File: src/rtl/uart_lb_pkg.sv
package uart_lb_pkg;
    localparam int MODEM_W  = 4;
    localparam int IDX_CTS  = 0;
    localparam int IDX_DSR  = 1;
    localparam int IDX_RI   = 2;
    localparam int IDX_DCD  = 3;
    localparam int STATUS_W = 2 * MODEM_W;

    typedef logic [MODEM_W-1:0] modem_vec_t;

    typedef struct packed {
        modem_vec_t lvl;
        modem_vec_t dlt;
    } status_state_t;
endpackage

File: src/rtl/uart_lb_sync.sv
module uart_lb_sync #(
    parameter int WIDTH  = 4,
    parameter int STAGES = 2
) (
    input  logic             clk,
    input  logic             rst_n,
    input  logic [WIDTH-1:0] async_i,
    output logic [WIDTH-1:0] sync_o
);
    logic [STAGES-1:0][WIDTH-1:0] chain_d, chain_q;

    always_comb begin
        chain_d[0] = async_i;
        for (int i = 1; i < STAGES; i++) begin
            chain_d[i] = chain_q[i-1];
        end
    end

    always_ff @(posedge clk or negedge rst_n) begin
        if (!rst_n) chain_q <= '0;
        else        chain_q <= chain_d;
    end

    assign sync_o = chain_q[STAGES-1];
endmodule

File: src/rtl/uart_lb_route.sv
module uart_lb_route
    import uart_lb_pkg::*;
(
    input  logic       loop_en_i,
    input  logic       tx_serial_i,
    input  logic       rx_pin_i,
    input  modem_vec_t ext_sync_i,
    input  modem_vec_t ctl_i,
    output logic       rx_line_o,
    output logic       tx_pin_o,
    output modem_vec_t pin_out_o,
    output modem_vec_t eff_o
);
    // ctl_i order: [0] DTR, [1] RTS, [2] OUT1, [3] OUT2
    modem_vec_t looped;

    always_comb begin
        looped          = '0;
        looped[IDX_CTS] = ctl_i[0];
        looped[IDX_DSR] = ctl_i[1];
        looped[IDX_RI]  = ctl_i[2];
        looped[IDX_DCD] = ctl_i[3];

        if (loop_en_i) begin
            rx_line_o = tx_serial_i;
            tx_pin_o  = 1'b1;
            pin_out_o = '0;
            eff_o     = looped;
        end else begin
            rx_line_o = rx_pin_i;
            tx_pin_o  = tx_serial_i;
            pin_out_o = ctl_i;
            eff_o     = ext_sync_i;
        end
    end
endmodule

File: src/rtl/uart_lb_status.sv
module uart_lb_status
    import uart_lb_pkg::*;
(
    input  logic                clk,
    input  logic                rst_n,
    input  modem_vec_t          eff_i,
    input  logic                rd_i,
    output logic [STATUS_W-1:0] status_o,
    output logic                any_dlt_o
);
    status_state_t st_d, st_q;
    modem_vec_t    events;

    always_comb begin
        events          = eff_i ^ st_q.lvl;
        events[IDX_RI]  = st_q.lvl[IDX_RI] & ~eff_i[IDX_RI];
        st_d.lvl        = eff_i;
        st_d.dlt        = (rd_i ? '0 : st_q.dlt) | events;
    end

    always_ff @(posedge clk or negedge rst_n) begin
        if (!rst_n) st_q <= '0;
        else        st_q <= st_d;
    end

    assign status_o  = st_q;
    assign any_dlt_o = |st_q.dlt;
endmodule

File: src/rtl/uart_modem_loop.sv
module uart_modem_loop
    import uart_lb_pkg::*;
#(
    parameter int SYNC_STAGES = 2
) (
    input  logic       clk,
    input  logic       rst_n,
    input  logic       loop_en_i,
    input  logic       tx_serial_i,
    input  logic       rx_pin_i,
    input  logic       cts_pin_i,
    input  logic       dsr_pin_i,
    input  logic       ri_pin_i,
    input  logic       dcd_pin_i,
    input  logic       dtr_ctl_i,
    input  logic       rts_ctl_i,
    input  logic       out1_ctl_i,
    input  logic       out2_ctl_i,
    input  logic       msi_en_i,
    input  logic       msr_rd_i,
    output logic       rx_line_o,
    output logic       tx_pin_o,
    output logic       dtr_pin_o,
    output logic       rts_pin_o,
    output logic       out1_pin_o,
    output logic       out2_pin_o,
    output logic [7:0] msr_o,
    output logic       msi_req_o
);
    modem_vec_t ext_raw, ext_sync, ctl, pins, eff;
    logic       any_dlt;

    always_comb begin
        ext_raw          = '0;
        ext_raw[IDX_CTS] = cts_pin_i;
        ext_raw[IDX_DSR] = dsr_pin_i;
        ext_raw[IDX_RI]  = ri_pin_i;
        ext_raw[IDX_DCD] = dcd_pin_i;
    end

    assign ctl = {out2_ctl_i, out1_ctl_i, rts_ctl_i, dtr_ctl_i};

    uart_lb_sync #(.WIDTH(MODEM_W), .STAGES(SYNC_STAGES)) u_sync (
        .clk     (clk),
        .rst_n   (rst_n),
        .async_i (ext_raw),
        .sync_o  (ext_sync)
    );

    uart_lb_route u_route (
        .loop_en_i   (loop_en_i),
        .tx_serial_i (tx_serial_i),
        .rx_pin_i    (rx_pin_i),
        .ext_sync_i  (ext_sync),
        .ctl_i       (ctl),
        .rx_line_o   (rx_line_o),
        .tx_pin_o    (tx_pin_o),
        .pin_out_o   (pins),
        .eff_o       (eff)
    );

    uart_lb_status u_status (
        .clk       (clk),
        .rst_n     (rst_n),
        .eff_i     (eff),
        .rd_i      (msr_rd_i),
        .status_o  (msr_o),
        .any_dlt_o (any_dlt)
    );

    assign dtr_pin_o  = pins[0];
    assign rts_pin_o  = pins[1];
    assign out1_pin_o = pins[2];
    assign out2_pin_o = pins[3];
    assign msi_req_o  = msi_en_i & any_dlt;
endmodule

File: config.mk
export PLATFORM = sky130hd
export DESIGN_NAME = uart_modem_loop
export DESIGN_NICKNAME = d
export VERILOG_FILES = /design/src/rtl/uart_lb_pkg.sv /design/src/rtl/uart_lb_sync.sv /design/src/rtl/uart_lb_route.sv /design/src/rtl/uart_lb_status.sv /design/src/rtl/uart_modem_loop.sv
export SDC_FILE = /design/constraint.sdc
export NUM_CORES = 1
export LEC_CHECK = 0
export BUFFER_PORTS_ARGS = -buffer_cell sky130_fd_sc_hd__buf_4
export CORE_MARGIN = 2
export CORE_UTILIZATION = 40
export CTS_CLUSTER_SIZE = 40
export DETAILED_ROUTE_END_ITERATION = 8
export PLACE_DENSITY_LB_ADDON = 0.08
export SLEW_MARGIN = 25
export SYNTH_ARGS = -nofsm -noshare
export SYNTH_HDL_FRONTEND = slang
export SYNTH_SLANG_ARGS = --single-unit
File: constraint.sdc
create_clock -name clk -period 1.1 [get_ports clk]
set_input_delay 0.165 -clock clk [delete_from_list [all_inputs] [get_ports clk]]
set_output_delay 0.165 -clock clk [all_outputs]
set_load 0.02 [all_outputs]
After elaboration in Yosys (flattened, before gate mapping):

Cells that the tools add are included.

* bits in registers: 16
* bits of input ports: 15
* output and inout port bits: 15
* logic and storage cells: 15

* multiplexer cells: 5
* bitwise logic cells: 5
* reduce and logical (&&, ||, !) cells: 1

Operators with widths (number)
* 4-bit 2-to-1 mux: 3
* 4-bit OR: 1
* 4-bit OR reduction: 1
* 4-bit bitwise XOR: 1
* 1-bit AND: 2
* 1-bit 2-to-1 mux: 2
* 1-bit NOT: 1

Logic depth before layout (Yosys ltp):

* depth after elaboration: 4
* depth in mapped cells: 4
* mapped depth without buffers: 3

Modules after synthesis:

Synthesis repeated with hierarchy kept, for this count alone.

* cell total of the unflattened synthesis: 41
* area, all modules: 606.8 sq um

By module, submodules not included
* uart_lb_status: instances 1, cells each 21, area each 272.8 sq um, seq. area each 200.2 sq um
* uart_lb_sync: instances 1, cells each 8, area each 200.2 sq um, seq. area each 200.2 sq um
* uart_lb_route: instances 1, cells each 11, area each 127.6 sq um, seq. area each 0.0 sq um
* uart_modem_loop: instances 1, cells each 1, area each 6.3 sq um, seq. area each 0.0 sq um

Least setup slack after synthesis:

OpenSTA, ideal clock, no wires.

* path type: reg2out
* from: reg u_status.st_q, in the netlist u_status.status_o[1]
* to: out msi_req_o
* data arrival time: 969 ps
* data required time: 935 ps
* path slack: -34 ps
* stages on the path, launching flop included: 2
* path buffers: 0
* cell sequence: dfrtp_1 -> o41a_1

* cells in the longest elaborated chain, start to end: 2

Ends and longest elaborated chain
* from (decl): line uart_lb_status.sv:11 `status_state_t st_d, st_q;`
* from (signal assigned): line uart_lb_status.sv:23 `else st_q <= st_d;`
* 4-bit OR reduction: line uart_lb_status.sv:27 `assign any_dlt_o = |st_q.dlt;`
* 1-bit AND: line uart_modem_loop.sv:75 `assign msi_req_o = msi_en_i & any_dlt;`
* to (decl): line uart_modem_loop.sv:28 `output logic msi_req_o`

No other way between the ends.

Worst setup path in the final report:

Same ends and word-level chain as after synthesis.

==> impl_results.md <==
* Unique cell type count in the Yosys netlist at 12
* Number of standard-cell rows in the floorplan at 14
* Type of element capturing the critical path: primary output
* Clock Tree Buf Depth at 2
* Startpoint of the worst setup timing path: u_status.status_o[1]
* Final Hold Vio Count at 0
* Worst stage delay on the critical path at about 0.43 ns
* Final critical delay including setup and external delays at roughly 1.4 ns
* Clock tree root driver cell: clkbuf_4
* Clock tree from TritonCTS: built
* X dimension of the die at about 44 um
* Worst Skew at approximately 0.0032 ns
* Critical Setup Path Class: reg -> out
* Average footprint of a synthesized cell at around 15 sq um
* Pins Over Slew Limit at 0
* Max-slew headroom at the worst pin at between 80 and 90%
* VDD IR-drop max at ~0.83 mV
* Clock Sinks at 16
* Crit path max-delay family: compound AO/OA/AOI/OAI gates
* Fillers at 118
* Post-placement setup slack at -0.01299 ns
* RSZ-0062 raised after global routing: yes
* Mean routed wirelength per cell at between 10 and 15 um
* Later-pin clock latency in the skew report at between 0.2 and 0.3 ns
* Clock H-tree levels at 1
* Synth Instances at 43
* Power density over cell area at about 1300 mW/mm^2
* DRT antenna net count at 0
* Antenna Cells at 0
* Sum of negative setup slack at -0.4042 ns
* Number of setup violations in the final report at 2
* Synth warnings at 0
* Number of nets in the layout at 100
* CP Max Fanout at 2
* Buffers and inverters on the worst path at 1
* Number of antenna violations at the first check in global routing at 0
* Master of the slowest instance on the critical path: o41a_1
* Overall via count from detail_route at 457
* Fraction of layout cells with a size suffix above 1 at 61.45%
* Post-detailed-route DRC marker count at 0
* Failing checks: setup timing
* LEAKAGE at roughly 0.47 nW
* Max-cap viol count at 0
* I/O pin cnt at 30
* Total chip power at ~1.3 mW
* Synthesized cell area at about 630 sq um
* Sequential-to-total area share from yosys stat at between 60 and 70%
* Starting utilization of the core area at a little over two fifths
* Worst-path clk slew at 0.08 ns
* Total Routing Usage GR at 13.28%
* Transition time at the pin with the least slew margin at 0.1999 ns
* Cell-by-cell trace of the critical path: o41a_1 -> buf_6
* Last weighted congestion value of the routability-driven placer at about 0.71
* First DRT Iteration DRCs at 0
* Hold path startpoint: msr_rd_i
* Origin of the critical flop-to-flop path: u_sync.sync_o[0]
* First-pass GRT wire length at approximately 1.9 mm
* Minimum setup slack in the final design at -0.2892 ns
* Fmax at 0.7198 GHz
* Required time of the worst setup path at approximately 0.94 ns
* Area enclosed by the die boundary at about 0.0019 sq mm
* Total iterations of the first detailed-routing run at 1
* Vias in the first global route at 480
* Number of nets produced by synthesis at 58
* Total wire length at between 1 and 1.5 mm
* DIE HEIGHT at 43.63 um
* TritonCTS buffer count at 3
* Largest net degree at the start of global routing at 17
* Post-detailed-route via-to-cell ratio at ~4.6
* Area growth from synthesis to layout at 55.78%
* Gr ovfl total at 0
* Estimated wirelength of the detail-placed design at 830.3 um
* Class of the tightest hold or removal check: in -> reg
* Count of state elements after synthesis at 16
* Startpoint type of the worst setup path: flip-flop
* Status: finished with violations
* Total of buffers placed on input and output ports at 29
* Core Area at roughly 0.0015 sq mm
* Arr. time, crit path at ~1.2 ns
* Final critical-path share of the clock period at 126.3%
-- report_power, final --
part / total [mW] / leakage [nW] / switching (mW) / internal [mW]
registers: 0.657 / 0.182 / 0.0233 / 0.633
logic: 0.324 / 0.276 / 0.143 / 0.181
clock network: 0.284 / 0.0138 / 0.158 / 0.126
total: 1.26 / 0.471 / 0.324 / 0.941
-- cell families (layout without fill, tap and decap cells) --
logic type / count (synthesis) / after routing / synth area share, %
DFF: 16 / 16 / 63.74
buffers and inverters: 3 / 43 / 2.988
and+or+nand+nor: 14 / 14 / 17.33
muxes: 5 / 5 / 10.76
AOI/OAI and AO/OA: 5 / 5 / 5.179
-- through the flow --
stage / instance area [sq um] / hold slack [ns] / utilization [%] / instances
3_3_place_gp: 872.1 / 0.03047 / 58.57 / 89
3_5_place_dp: 872.1 / 0.03181 / 58.57 / 89
5_1_grt: 978.4 / 0.1171 / 65.71 / 99
6_report: 978.4 / 0.1134 / 65.71 / 99
4_1_cts: 967.2 / 0.1166 / 64.96 / 98
2_1_floorplan: 630.6 / -0.1306 / - / 43
-- cell usage after synthesis --
cell      n  area [sq um]
buf_6     1         11.26
mux2_4    3         45.04
inv_1     2         7.510
mux2_2    2         22.52
dfrtp_1  16         400.4
o22ai_1   1         6.260
nor2b_1   6         37.54
a21oi_1   3         15.01
o41a_1    1         11.26
or2_2     1         6.260
and2b_2   4         35.03
nor3_2    3         30.03
-- cells in the final DEF, fill, tap and decap left out, drive strengths merged --
cell type / synthesis / final
a21oi: 3 / 3
nor2b: 6 / 6
o22ai: 1 / 1
dlygate4sd3: 0 / 5
mux2: 5 / 5
and2b: 4 / 4
inv: 2 / 2
dfrtp: 16 / 16
or2: 1 / 1
clkbuf: 0 / 3
buf: 1 / 33
nor3: 3 / 3
o41a: 1 / 1
-- layer usage --
| layer | global-route usage (%) | part of all wire (%) | wire (um) | up-vias |
|---|---|---|---|---|
| li1 | - | - | - | 224 |
| met3 | 2.500 | 6.1 | 68 | 0 |
| met5 | 0 | 0 | 0 | - |
| met2 | 23.53 | 53 | 584 | 18 |
| met1 | 16.44 | 41 | 456 | 215 |
| met4 | 3.636 | 0 | 0 | 0 |
-- sequential cells by signal (all words and copies together) (netlist names) --
name               flops
u_sync.chain_d         4
u_sync.sync_o          4
u_status.status_o      8
-- path summary, 6_finish.rpt --
path                                         to  slack, ns  cells after the start
min                        u_status.status_o[2]       0.11                      2
max                                   msi_req_o      -0.29                      2
max in group asynchronous  u_status.status_o[0]       0.61                      2
min reg2reg                    u_sync.sync_o[2]       0.36                      0
min in group asynchronous     u_sync.chain_d[5]       0.29                      2
max reg2reg                u_status.status_o[0]       0.13                      3
-- area by class of cell --
cell class                 instances  area (sq um)  share of cell area, %
clock buffer                       3         22.52                  2.302
inverter                           2         7.507                 0.7673
multi-input combinational         24         209.0                  21.36
sequential                        16         402.9                  41.18
tap                               16         20.02                  2.046
timing repair buffer              38         316.6                  32.35
-- what timing repair did --
item,CTS,global route
gates resized for setup,4,1
endpoints found under the hold margin,20,0
pin swaps,1,1
hold buffers,5,0
cloned,0,0
endpoints found under the setup margin,3,4
setup buffers,1,2
Note: power is estimated with default switching activity, not from simulation.
